--- config.mk ---
export PLATFORM = sky130hd
export DESIGN_NAME = dps_stripe_engine
export DESIGN_NICKNAME = d
export VERILOG_FILES = /design/src/rtl/dps_pkg.sv /design/src/rtl/dps_sclk_gen.sv /design/src/rtl/dps_lane_shifter.sv /design/src/rtl/dps_stripe_engine.sv
export SDC_FILE = /design/constraint.sdc
export NUM_CORES = 1
export LEC_CHECK = 0
export BUFFER_PORTS_ARGS = -buffer_cell sky130_fd_sc_hd__buf_2
export CAP_MARGIN = 20
export CELL_PAD_IN_SITES_DETAIL_PLACEMENT = 0
export CELL_PAD_IN_SITES_GLOBAL_PLACEMENT = 1
export CORE_AREA = 2 2 100 199
export DETAILED_ROUTE_END_ITERATION = 12
export DIE_AREA = 0 0 102 201
export PLACE_DENSITY = 0.86
export SYNTH_ARGS = -nofsm -noshare
export SYNTH_HDL_FRONTEND = slang
export SYNTH_SLANG_ARGS = --single-unit
--- constraint.sdc ---
create_clock -name clk -period 2.7 [get_ports clk]
set_input_delay 0.54 -clock clk [delete_from_list [all_inputs] [get_ports clk]]
set_output_delay 0.54 -clock clk [all_outputs]
set_load 0.01 [all_outputs]
--- src/rtl/dps_pkg.sv ---
// Shared types for the dual-bus striping flash shift engine.
// Assumes at most four data lines per bus.
package dps_pkg;
    typedef enum logic [1:0] {
        LANE_X1 = 2'd0,
        LANE_X2 = 2'd1,
        LANE_X4 = 2'd2,
        LANE_RSV = 2'd3
    } lane_e;

    typedef enum logic [2:0] {
        ST_IDLE,
        ST_NEXT,
        ST_FETCH,
        ST_SHIFT,
        ST_DRAIN,
        ST_GAP
    } st_e;

    // Index of the last bit group in a byte for a line mode
    function automatic logic [2:0] last_group(lane_e m);
        case (m)
            LANE_X1: return 3'd7;
            LANE_X2: return 3'd3;
            default: return 3'd1;
        endcase
    endfunction
endpackage

--- src/rtl/dps_sclk_gen.sv ---
// Serial clock generator. While run is high, sclk toggles every
// half system cycles, starting low. rise/fall pulse in the cycle
// whose closing edge sets sclk high or low. Dropping run returns
// sclk low at once. Assumes half >= 1.
module dps_sclk_gen #(
    parameter int DIVW = 8
) (
    input  logic            clk,
    input  logic            rst_n,
    input  logic            run,
    input  logic [DIVW-1:0] half,
    output logic            sclk,
    output logic            rise,
    output logic            fall
);
    logic [DIVW-1:0] cnt_q;
    logic            wrap;

    assign wrap = run && (cnt_q == half - 1'b1);
    assign rise = wrap && !sclk;
    assign fall = wrap && sclk;

    // Half-period counter and clock toggle
    always_ff @(posedge clk) begin
        if (!rst_n || !run) begin
            cnt_q <= '0;
            sclk  <= 1'b0;
        end else if (wrap) begin
            cnt_q <= '0;
            sclk  <= ~sclk;
        end else begin
            cnt_q <= cnt_q + 1'b1;
        end
    end
endmodule

--- src/rtl/dps_lane_shifter.sv ---
// One bus's shift register. It sends a loaded byte in groups of
// 1, 2 or 4 bits, most significant group first. It collects the
// incoming groups into rx_byte. In single mode it sends on line 0
// and receives on line 1. shift and sample never coincide with load.
module dps_lane_shifter
    import dps_pkg::*;
(
    input  logic       clk,
    input  logic       rst_n,
    input  lane_e      lanes,
    input  logic       load,
    input  logic [7:0] load_byte,
    input  logic       drive,
    input  logic       shift,
    input  logic       sample,
    input  logic [3:0] dq_i,
    output logic [3:0] dq_o,
    output logic [3:0] dq_oe,
    output logic [7:0] rx_byte
);
    logic [7:0] tx_q;

    // Outgoing byte: load, then advance one group per falling edge
    always_ff @(posedge clk) begin
        if (!rst_n) begin
            tx_q <= '0;
        end else if (load) begin
            tx_q <= load_byte;
        end else if (shift) begin
            case (lanes)
                LANE_X1: tx_q <= {tx_q[6:0], 1'b0};
                LANE_X2: tx_q <= {tx_q[5:0], 2'b0};
                default: tx_q <= {tx_q[3:0], 4'b0};
            endcase
        end
    end

    // Incoming byte: clear on load, take one group per rising edge
    always_ff @(posedge clk) begin
        if (!rst_n || load) begin
            rx_byte <= '0;
        end else if (sample) begin
            case (lanes)
                LANE_X1: rx_byte <= {rx_byte[6:0], dq_i[1]};
                LANE_X2: rx_byte <= {rx_byte[5:0], dq_i[1:0]};
                default: rx_byte <= {rx_byte[3:0], dq_i};
            endcase
        end
    end

    // Line values and enables for the current group
    always_comb begin
        case (lanes)
            LANE_X1: begin dq_o = {3'b0, tx_q[7]};   dq_oe = drive ? 4'b0001 : 4'b0; end
            LANE_X2: begin dq_o = {2'b0, tx_q[7:6]}; dq_oe = drive ? 4'b0011 : 4'b0; end
            default: begin dq_o = tx_q[7:4];         dq_oe = drive ? 4'b1111 : 4'b0; end
        endcase
    end
endmodule

--- src/rtl/dps_stripe_engine.sv ---
// Dual-bus serial flash shift engine. Each request sends a command
// slot, ABYTES address slots and a data phase over two buses that
// share sclk and cs_n. Bus choice: mirror, lower only, upper only.
// Striping puts two stream bytes in each data slot, the even byte
// on the lower bus. sclk stays low between slots while a stream
// stalls. A striped request with an odd address or length, or a
// zero length, is rejected. Assumes the divisor stays constant
// while a request is running (it is latched at acceptance).
module dps_stripe_engine
    import dps_pkg::*;
#(
    parameter int AW   = 24,
    parameter int LENW = 12,
    parameter int DIVW = 8
) (
    input  logic            clk,
    input  logic            rst_n,
    input  logic [DIVW-1:0] clk_div,
    input  logic            req_valid,
    output logic            req_ready,
    input  logic [7:0]      req_cmd,
    input  logic [AW-1:0]   req_addr,
    input  logic [LENW-1:0] req_len,
    input  logic            req_write,
    input  logic [1:0]      req_bus,
    input  logic            req_stripe,
    input  logic [1:0]      req_lanes,
    output logic            req_err,
    input  logic            tx_valid,
    output logic            tx_ready,
    input  logic [7:0]      tx_data,
    output logic            rx_valid,
    input  logic            rx_ready,
    output logic [7:0]      rx_data,
    output logic            sclk,
    output logic            cs_n,
    output logic [3:0]      lo_dq_o,
    output logic [3:0]      lo_dq_oe,
    input  logic [3:0]      lo_dq_i,
    output logic [3:0]      up_dq_o,
    output logic [3:0]      up_dq_oe,
    input  logic [3:0]      up_dq_i
);
    localparam int ABYTES = AW / 8;
    localparam int HW     = $clog2(ABYTES + 2);

    st_e             st_q;
    logic [7:0]      cmd_q;
    logic [AW-1:0]   addr_q;
    logic [LENW-1:0] left_q;
    logic [HW-1:0]   hdr_q;
    logic            write_q, stripe_q, upsel_q, part_q;
    logic [1:0]      act_q;
    lane_e           lanes_q;
    logic [DIVW-1:0] dv_q, gap_q;
    logic [2:0]      grp_q;
    logic            drive_q, rd_q, load_q, err_q;
    logic [7:0]      lo_byte_q, hi_byte_q;

    logic            bad_req, rise_w, fall_w, run_w, shift_w, grp_end;
    logic [DIVW-1:0] dv_w;
    logic [7:0]      hdr_byte;
    logic [1:0][3:0] dqi_w, dqo_w, dqoe_w;
    logic [1:0][7:0] rx_w;

    // Request screening and divisor sanitising
    always_comb begin
        bad_req  = req_stripe && (req_addr[0] || req_len[0] || (req_len == '0));
        dv_w     = (clk_div < DIVW'(2)) ? DIVW'(2) : {clk_div[DIVW-1:1], 1'b0};
        hdr_byte = (hdr_q == '0) ? cmd_q : addr_q[8*(ABYTES - int'(hdr_q)) +: 8];
        grp_end  = (grp_q == last_group(lanes_q));
    end

    assign run_w     = (st_q == ST_SHIFT) && !load_q;
    assign shift_w   = fall_w && !grp_end;
    assign req_ready = (st_q == ST_IDLE);
    assign tx_ready  = (st_q == ST_FETCH);
    assign rx_valid  = (st_q == ST_DRAIN);
    assign rx_data   = (stripe_q ? part_q : upsel_q) ? rx_w[1] : rx_w[0];
    assign cs_n      = (st_q == ST_IDLE) || (st_q == ST_GAP);
    assign req_err   = err_q;
    assign dqi_w     = {up_dq_i, lo_dq_i};
    assign lo_dq_o   = dqo_w[0];
    assign lo_dq_oe  = dqoe_w[0];
    assign up_dq_o   = dqo_w[1];
    assign up_dq_oe  = dqoe_w[1];

    dps_sclk_gen #(.DIVW(DIVW)) u_sclk (
        .clk  (clk),
        .rst_n(rst_n),
        .run  (run_w),
        .half (dv_q >> 1),
        .sclk (sclk),
        .rise (rise_w),
        .fall (fall_w)
    );

    for (genvar b = 0; b < 2; b++) begin : g_bus
        dps_lane_shifter u_sh (
            .clk      (clk),
            .rst_n    (rst_n),
            .lanes    (lanes_q),
            .load     (load_q),
            .load_byte((b == 0) ? lo_byte_q : hi_byte_q),
            .drive    (drive_q && act_q[b]),
            .shift    (shift_w),
            .sample   (rise_w),
            .dq_i     (dqi_w[b]),
            .dq_o     (dqo_w[b]),
            .dq_oe    (dqoe_w[b]),
            .rx_byte  (rx_w[b])
        );
    end

    // Transfer sequencer: header slots, data slots, drain, gap
    always_ff @(posedge clk) begin
        if (!rst_n) begin
            st_q <= ST_IDLE;  cmd_q <= '0;  addr_q <= '0;  left_q <= '0;
            hdr_q <= '0;  write_q <= 1'b0;  stripe_q <= 1'b0;  upsel_q <= 1'b0;
            part_q <= 1'b0;  act_q <= '0;  lanes_q <= LANE_X1;  dv_q <= DIVW'(2);
            gap_q <= '0;  grp_q <= '0;  drive_q <= 1'b0;  rd_q <= 1'b0;
            load_q <= 1'b0;  err_q <= 1'b0;  lo_byte_q <= '0;  hi_byte_q <= '0;
        end else begin
            load_q <= 1'b0;
            err_q  <= 1'b0;
            case (st_q)
                ST_IDLE: if (req_valid) begin
                    if (bad_req) begin
                        err_q <= 1'b1;
                    end else begin
                        cmd_q    <= req_cmd;
                        addr_q   <= req_stripe ? (req_addr >> 1) : req_addr;
                        left_q   <= req_stripe ? (req_len >> 1) : req_len;
                        hdr_q    <= '0;
                        write_q  <= req_write;
                        stripe_q <= req_stripe;
                        act_q    <= (req_stripe || req_bus == 2'b00) ? 2'b11 : req_bus;
                        upsel_q  <= !req_stripe && (req_bus == 2'b10);
                        lanes_q  <= lane_e'(req_lanes);
                        dv_q     <= dv_w;
                        grp_q    <= '0;
                        st_q     <= ST_NEXT;
                    end
                end
                ST_NEXT: begin
                    part_q <= 1'b0;
                    if (int'(hdr_q) <= ABYTES) begin
                        lo_byte_q <= hdr_byte;
                        hi_byte_q <= hdr_byte;
                        drive_q   <= 1'b1;
                        rd_q      <= 1'b0;
                        load_q    <= 1'b1;
                        hdr_q     <= hdr_q + 1'b1;
                        st_q      <= ST_SHIFT;
                    end else if (left_q != '0) begin
                        left_q <= left_q - 1'b1;
                        if (write_q) begin
                            st_q <= ST_FETCH;
                        end else begin
                            drive_q <= 1'b0;
                            rd_q    <= 1'b1;
                            load_q  <= 1'b1;
                            st_q    <= ST_SHIFT;
                        end
                    end else begin
                        drive_q <= 1'b0;
                        gap_q   <= '0;
                        st_q    <= ST_GAP;
                    end
                end
                ST_FETCH: if (tx_valid) begin
                    if (stripe_q && !part_q) begin
                        lo_byte_q <= tx_data;
                        part_q    <= 1'b1;
                    end else begin
                        if (!stripe_q) lo_byte_q <= tx_data;
                        hi_byte_q <= tx_data;
                        drive_q   <= 1'b1;
                        rd_q      <= 1'b0;
                        load_q    <= 1'b1;
                        st_q      <= ST_SHIFT;
                    end
                end
                ST_SHIFT: if (fall_w) begin
                    if (grp_end) begin
                        grp_q  <= '0;
                        part_q <= 1'b0;
                        st_q   <= rd_q ? ST_DRAIN : ST_NEXT;
                    end else begin
                        grp_q <= grp_q + 1'b1;
                    end
                end
                ST_DRAIN: if (rx_ready) begin
                    if (stripe_q && !part_q) part_q <= 1'b1;
                    else                     st_q   <= ST_NEXT;
                end
                ST_GAP: begin
                    if (gap_q == dv_q - 1'b1) st_q <= ST_IDLE;
                    else                      gap_q <= gap_q + 1'b1;
                end
                default: st_q <= ST_IDLE;
            endcase
        end
    end
endmodule

# After elaboration in Yosys (flattened, before gate mapping)
# Cells that the tools add are included.
totals:
  out_inout_bits: 30
  in_bits: 79
  reg_bits: 138
op_classes:
  n_lt_le_gt_ge: 2
  n_mux: 89
  n_bitwise: 2
  shift: 1
  addsub: 8
  n_eq_ne: 28
  reduce_logical: 48
ops:
  columns: ["op", "n"]
  rows:
  - ["2-to-1 mux 8 bit", 16]
  - ["case mux 8 bit (2 select lines)", 7]
  - ["2-to-1 mux 12 bit", 5]
  - ["2-to-1 mux 3 bit", 17]
  - ["case mux 4 bit (2 select lines)", 4]
  - ["2-to-1 mux 1 bit", 25]
  - ["2-to-1 mux 24 bit", 1]
  - ["inequality test 2 bit (second input constant)", 12]
  - ["case mux 12 bit (2 select lines)", 1]
  - ["AND reduction 4 bit", 6]
  - ["variable part select 24 x 7 -> 8 bit", 1]
  - ["case mux 3 bit (2 select lines)", 3]
  - ["case mux 3 bit (6 select lines)", 1]
  - ["adder 8 x 1 -> 8 bit (second input constant)", 2]
  - ["== test 8 bit", 2]
  - ["AND reduction 5 bit", 3]
  - ["zero test 12 bit", 1]
  - ["nonzero test 12 bit", 1]
  - ["subtractor 12 x 1 -> 12 bit (second input constant)", 1]
  - ["logical AND 1 bit", 10]
  - ["nonzero test 2 bit", 5]
  - ["AND reduction 9 bit", 1]
  - ["less-than comparator 8 x 2 -> 1 bit (second input constant)", 1]
  - ["2-to-1 mux 4 bit", 2]
  - ["other kinds (26)", 50]

# Depth between registers and ports, before layout
depth:
  word_depth: 7
  mapped_depth: 12

# Cells and area by module
# Synthesis repeated with hierarchy kept, for this count alone.
hier_totals:
  hier_cells: 954
  area_unflattened_um2: 8155.3
by_module_without_submodules:
  columns: ["module", "n_inst", "cells_each", "seq_area_each_um2", "area_each_um2"]
  rows:
  - ["dps_stripe_engine", 1, 646, 1921.8, 5437.7]
  - ["dps_lane_shifter", 2, 117, 320.3, 1046.0]
  - ["dps_sclk_gen", 1, 74, 180.2, 625.6]

# Worst setup path after synthesis
# Ideal clock, no wire load.
synth_timing:
  path_type: "reg2reg"
  start: "register dv_q[1]"
  end: "register g_bus[0].u_sh.tx_q[6]"
  path_slack_ns: 0.218
  required_ns: 2.569
  path_buffers: 4
  path_stages_with_launch: 13
  t_arrival_ns: 2.351
  synth_period_minus_slack_ns: 2.482
  cell_sequence: "dfxtp_1 -> buf_6 -> inv_1 -> ha_1 -> buf_2 -> nor3b_2 -> xnor2_1 -> a2111oi_2 -> nand4_1 -> buf_2 -> buf_6 -> nor4_1 -> a211oi_2"
synth_between:
  elab_chain_len: 6
synth_lines:
  columns: ["item", "line_no", "text"]
  rows:
  - ["start: declaration", "dps_stripe_engine.sv:55", "logic [DIVW-1:0] dv_q, gap_q;"]
  - ["start signal: assignment", "dps_stripe_engine.sv:140", "dv_q <= dv_w;"]
  - ["subtractor 7 x 1 -> 8 bit", "dps_sclk_gen.sv:19", "assign wrap = run && (cnt_q == half - 1'b1);"]
  - ["== test 8 bit", "dps_sclk_gen.sv:19", null]
  - ["logical AND 1 bit", "dps_sclk_gen.sv:19", null]
  - ["logical AND 1 bit", "dps_sclk_gen.sv:21", "assign fall = wrap && sclk;"]
  - ["logical AND 1 bit", "dps_stripe_engine.sv:75", "assign shift_w = fall_w && !grp_end;"]
  - ["nonzero test 2 bit (no line)", null, null]
  - ["end signal: assignment", "dps_lane_shifter.sv:28", "tx_q <= load_byte;"]
  - ["end signal: assignment", "dps_lane_shifter.sv:31", "LANE_X1: tx_q <= {tx_q[6:0], 1'b0};"]
  - ["end signal: assignment", "dps_lane_shifter.sv:32", "LANE_X2: tx_q <= {tx_q[5:0], 2'b0};"]
  - ["end: declaration", "dps_lane_shifter.sv:21", "logic [7:0] tx_q;"]
# Every way passes these cells.
# A chain may end at the register's enable or synchronous reset.

# Final worst setup path
layout_timing:
  start: "register dv_q[4]"
  end: "register g_bus[0].u_sh.tx_q[1]"
# Same word-level chain as after synthesis.

==> flow_summary_export.csv <==
group,metric,value,unit
floorplanning,dieHeight,201,µm
sta,worstMarginPinSlew,575.8,ps
final_layout,antenna_cells,0,
logic_synthesis,netlist_instances,981,
sta,fin_skew,9.923,ps
clocking,clock_latency,420,ps
final_layout,nets,1155,
clocking,clk_pin_slew_worst_paths,60,ps
detailed_routing,num_vias,7438,
critical_path,r2r-end,"g_bus[0].u_sh.tx_q[1]",
final_layout,final_layout_size_suffix_gt1_share,21.65,%
detailed_routing,drcViolationCount,0,
placed_design,gp_congestion,0.8245,
global_routing,grt_pass1_vias,7148,
placed_design,dpl.hpwl,14.86,mm
logic_synthesis,yosysSeqAreaShare,34.99,%
hold_path,whs_endpoint,"act_q[1]",
power_and_ir_drop,power,7.827,mW
global_routing,grt_pass1_wl,34.50,mm
logic_synthesis,synth.distinct_cells,72,
sta,slew_headroom,61.56,%
hold_path,hp-start,"req_bus[0]",
sta,min_period,2598,ps
hold_path,hold-path-cell-count,2,
global_routing,grt.overflow.total,0,
sta,min_period_over_period,96.21,%
critical_path,r2r_slack,100,ps
critical_path,startpoint,"dv_q[4]",
critical_path,worstPathArrival,2890,ps
sta,finalMaxSlewViolations,0,
global_routing,grt_max_degree,61,
logic_synthesis,ys_async_sr_fraction,0,%
clocking,cts-root-buf,"clkbuf_16",
logic_synthesis,ys.warnings.count,0,
detailed_routing,avgRoutedWirePerCell,15.76,µm
power_and_ir_drop,peakVddDrop,0.4422,mV
floorplanning,die_area,20500,µm²
critical_path,critical_path_required,2990,ps
detailed_routing,firstDrtPassIters,5,
final_layout,fillCellCount,1921,
critical_path,critPathLaunchType,"flop",
floorplanning,coreArea,19100,µm²
clocking,clkSinkCount,137,
global_routing,antenna_found_initial,0,
flow_run,maxCapViolCount,0,
status,outcome,"finished, final reports clean",
global_routing,track_usage,20.75,%
critical_path,rr_worst_depth,7,
detailed_routing,finalWirelength,21.12,mm
logic_synthesis,syn-cell-area,7838,µm²
floorplanning,initial_core_util,41.04,%
placed_design,io_buffers,107,
power_and_ir_drop,p_per_area,842.7,nW/µm²
clocking,htreeDepth,4,
critical_path,slowest_stage,"or4_1",
clocking,cts_setup_buffers,0,
floorplanning,rows,72,
logic_synthesis,ys_ff_latch,137,
sta,rsz0062_at_grt,"false",
sta,finalSetupViolCount,0,
logic_synthesis,syn_nets,1068,
sta,totalNegativeSetupSlack,0,ps
final_layout,syn_to_final_growth,18.50,%
sta,fmax,385.0,MHz
critical_path,path_cells,"or4_1, or3_1, a311oi_2, nand4_1, buf_6, a2111oi_1, a211oi_1",
logic_synthesis,synth_edf_count,0,
logic_synthesis,syn_avg_cell_area,7.989,µm²
floorplanning,die_x,102,µm
sta,hold_violations,0,
critical_path,end_kind,"flop",
critical_path,worst-path-max-fanout,20,
hold_path,hold_path.class,"in2reg",
critical_path,max_stage_delay,540,ps
logic_synthesis,synth_flop_cell,"dfxtp_1",
detailed_routing,detail-route-antenna-nets,0,
detailed_routing,viasPerCell,5.551,
clocking,cts_tree,"done",
critical_path,crit_type,"reg2reg",
power_and_ir_drop,p_leak,3.482,nW
floorplanning,io_pins,109,
critical_path,reg2reg_from,"dv_q[4]",
detailed_routing,drt_iter0_markers,405,
clocking,clockBufferDepth,2,
clocking,cts_buffers,17,
[synth_stat cells, types with 6 or more instances]
cell	number	area, µm²
and3_1	8	50.05
buf_2	6	30.03
nand2_1	103	386.6
clkbuf_1	62	232.7
xnor2_1	13	113.9
and2_1	10	62.56
dfxtp_1	137	2743
nand4_1	8	50.05
nor3_1	21	105.1
inv_1	21	78.83
nor2_1	101	379.1
nor2b_1	9	56.30
a31oi_1	8	50.05
a22oi_1	17	127.6
ha_1	8	100.1
xor2_1	8	70.07
or3_1	6	37.54
a21oi_1	69	345.3
mux2i_1	61	610.6
a211oi_1	47	352.8
nand3_1	36	180.2
o21ai_0	87	435.4
nor4_1	14	87.58
mux2_2	22	247.7
buf_1	6	22.52
a211oi_2	10	125.1
[layer usage]
layer	GRT usage (%)	vias to the layer above	routed length (µm)	share of wire, %
met1	25.68	3501	9077	43
met3	3.377	29	848	4.0
met4	7.476	0	481	2.3
met2	35.60	177	10710	51
met5	0	-	0	0
li1	-	3731	-	-
[worst max-delay path, delay by kind of cell, from the launching register on]
kind                   cells  cell delay, ps
AO/OA/AOI/OAI              3             760
buffers and inverters      1             230
flip-flops                 1             370
AND/OR/NAND/NOR            3            1100
[cell families after synthesis]
kind of cell             after synthesis  synth area share (%)
AND/OR/NAND/NOR                      340                 20.31
XOR/XNOR                              23                 2.921
buffers and inverters                104                 5.603
AO/OA/AOI/OAI                        286                 23.95
adder cells (fa/ha/maj)                8                 1.277
flip-flops                           137                 34.99
multiplexers                          83                 10.95
[worst max-delay path by stage]
| stage | endpoint | slack (ps) | depth (start not counted) |
|---|---|---|---|
| 2_1_floorplan | g_bus[0].u_sh.tx_q[6] | 220 | 12 |
| 3_3_place_gp | g_bus[1].u_sh.tx_q[7] | 110 | 6 |
| 3_5_place_dp | g_bus[0].u_sh.tx_q[1] | 30 | 6 |
| 4_1_cts | g_bus[0].u_sh.tx_q[1] | 3 | 6 |
| 5_1_grt | g_bus[0].u_sh.tx_q[1] | 2 | 7 |
| 6_report | g_bus[0].u_sh.tx_q[1] | 100 | 7 |
[cell type report]
type	count	area (µm²)	share of cell area, %
sequential	137	2743	29.53
multi-input combinational	740	4690	50.49
inverter	22	82.58	0.8891
tap	259	324.1	3.489
clock buffer	18	439.2	4.729
clock inverter	14	147.6	1.590
timing repair buffer	150	862.1	9.282
[sequential cells by signal (all words and copies together), names as in the netlist, 7 cells and up]
name / cells
lo_byte_q: 8
cmd_q: 8
u_sclk.cnt_q: 8
dv_q: 7
addr_q: 24
gap_q: 8
left_q: 12
g_bus.u_sh.rx_byte: 16
hi_byte_q: 8
g_bus.u_sh.tx_q: 16
[stage by stage]
step	instance area, µm²	util, %	hold slack (ps)	setup slack, ps	std cells
6_report	9288	48.63	351.8	102.4	1340
5_1_grt	9288	48.63	353.6	2.268	1340
4_1_cts	9266	48.52	341.2	3.269	1340
3_5_place_dp	8680	45.45	447.5	28.85	1308
3_3_place_gp	8680	45.45	441.8	113.7	1308
2_1_floorplan	7838	-	432.3	218.1	981
[report_power, final]
group	internal [mW]	total [mW]	switching (mW)	leakage, nW
combinational	1.10	2.75	1.65	2.08
clock	1.39	2.33	0.938	0.286
sequential	2.41	2.75	0.335	1.12
total	4.90	7.83	2.92	3.48
[repair_timing]
item	in CTS	in global routing
setup endpoints to repair	0	17
hold buffers	0	0
gates resized for setup	0	7
[cells in the final DEF, fill, tap and decap left out, types with 5 or more instances in the layout]
cell,synthesis,final
and3_1,8,8
nand2b_1,5,5
dfxtp_1,137,137
xnor2_1,13,13
a21o_1,5,5
and2_1,10,10
a211oi_2,10,10
nand2_1,103,103
buf_4,5,42
a22oi_1,17,17
nand3_1,36,36
nand4_1,8,8
mux2_2,22,22
xor2_1,8,8
or3_1,6,6
inv_1,21,20
buf_2,6,107
a21oi_1,69,68
nor2b_1,9,9
ha_1,8,7
mux2i_1,61,61
nor2_1,101,101
o211ai_1,5,5
a211oi_1,47,47
a31oi_1,8,8
nor4_1,14,14
nor3_1,21,21
clkbuf_16,0,17
o21ai_0,87,87
No activity file was read; power rests on OpenSTA's default activity.
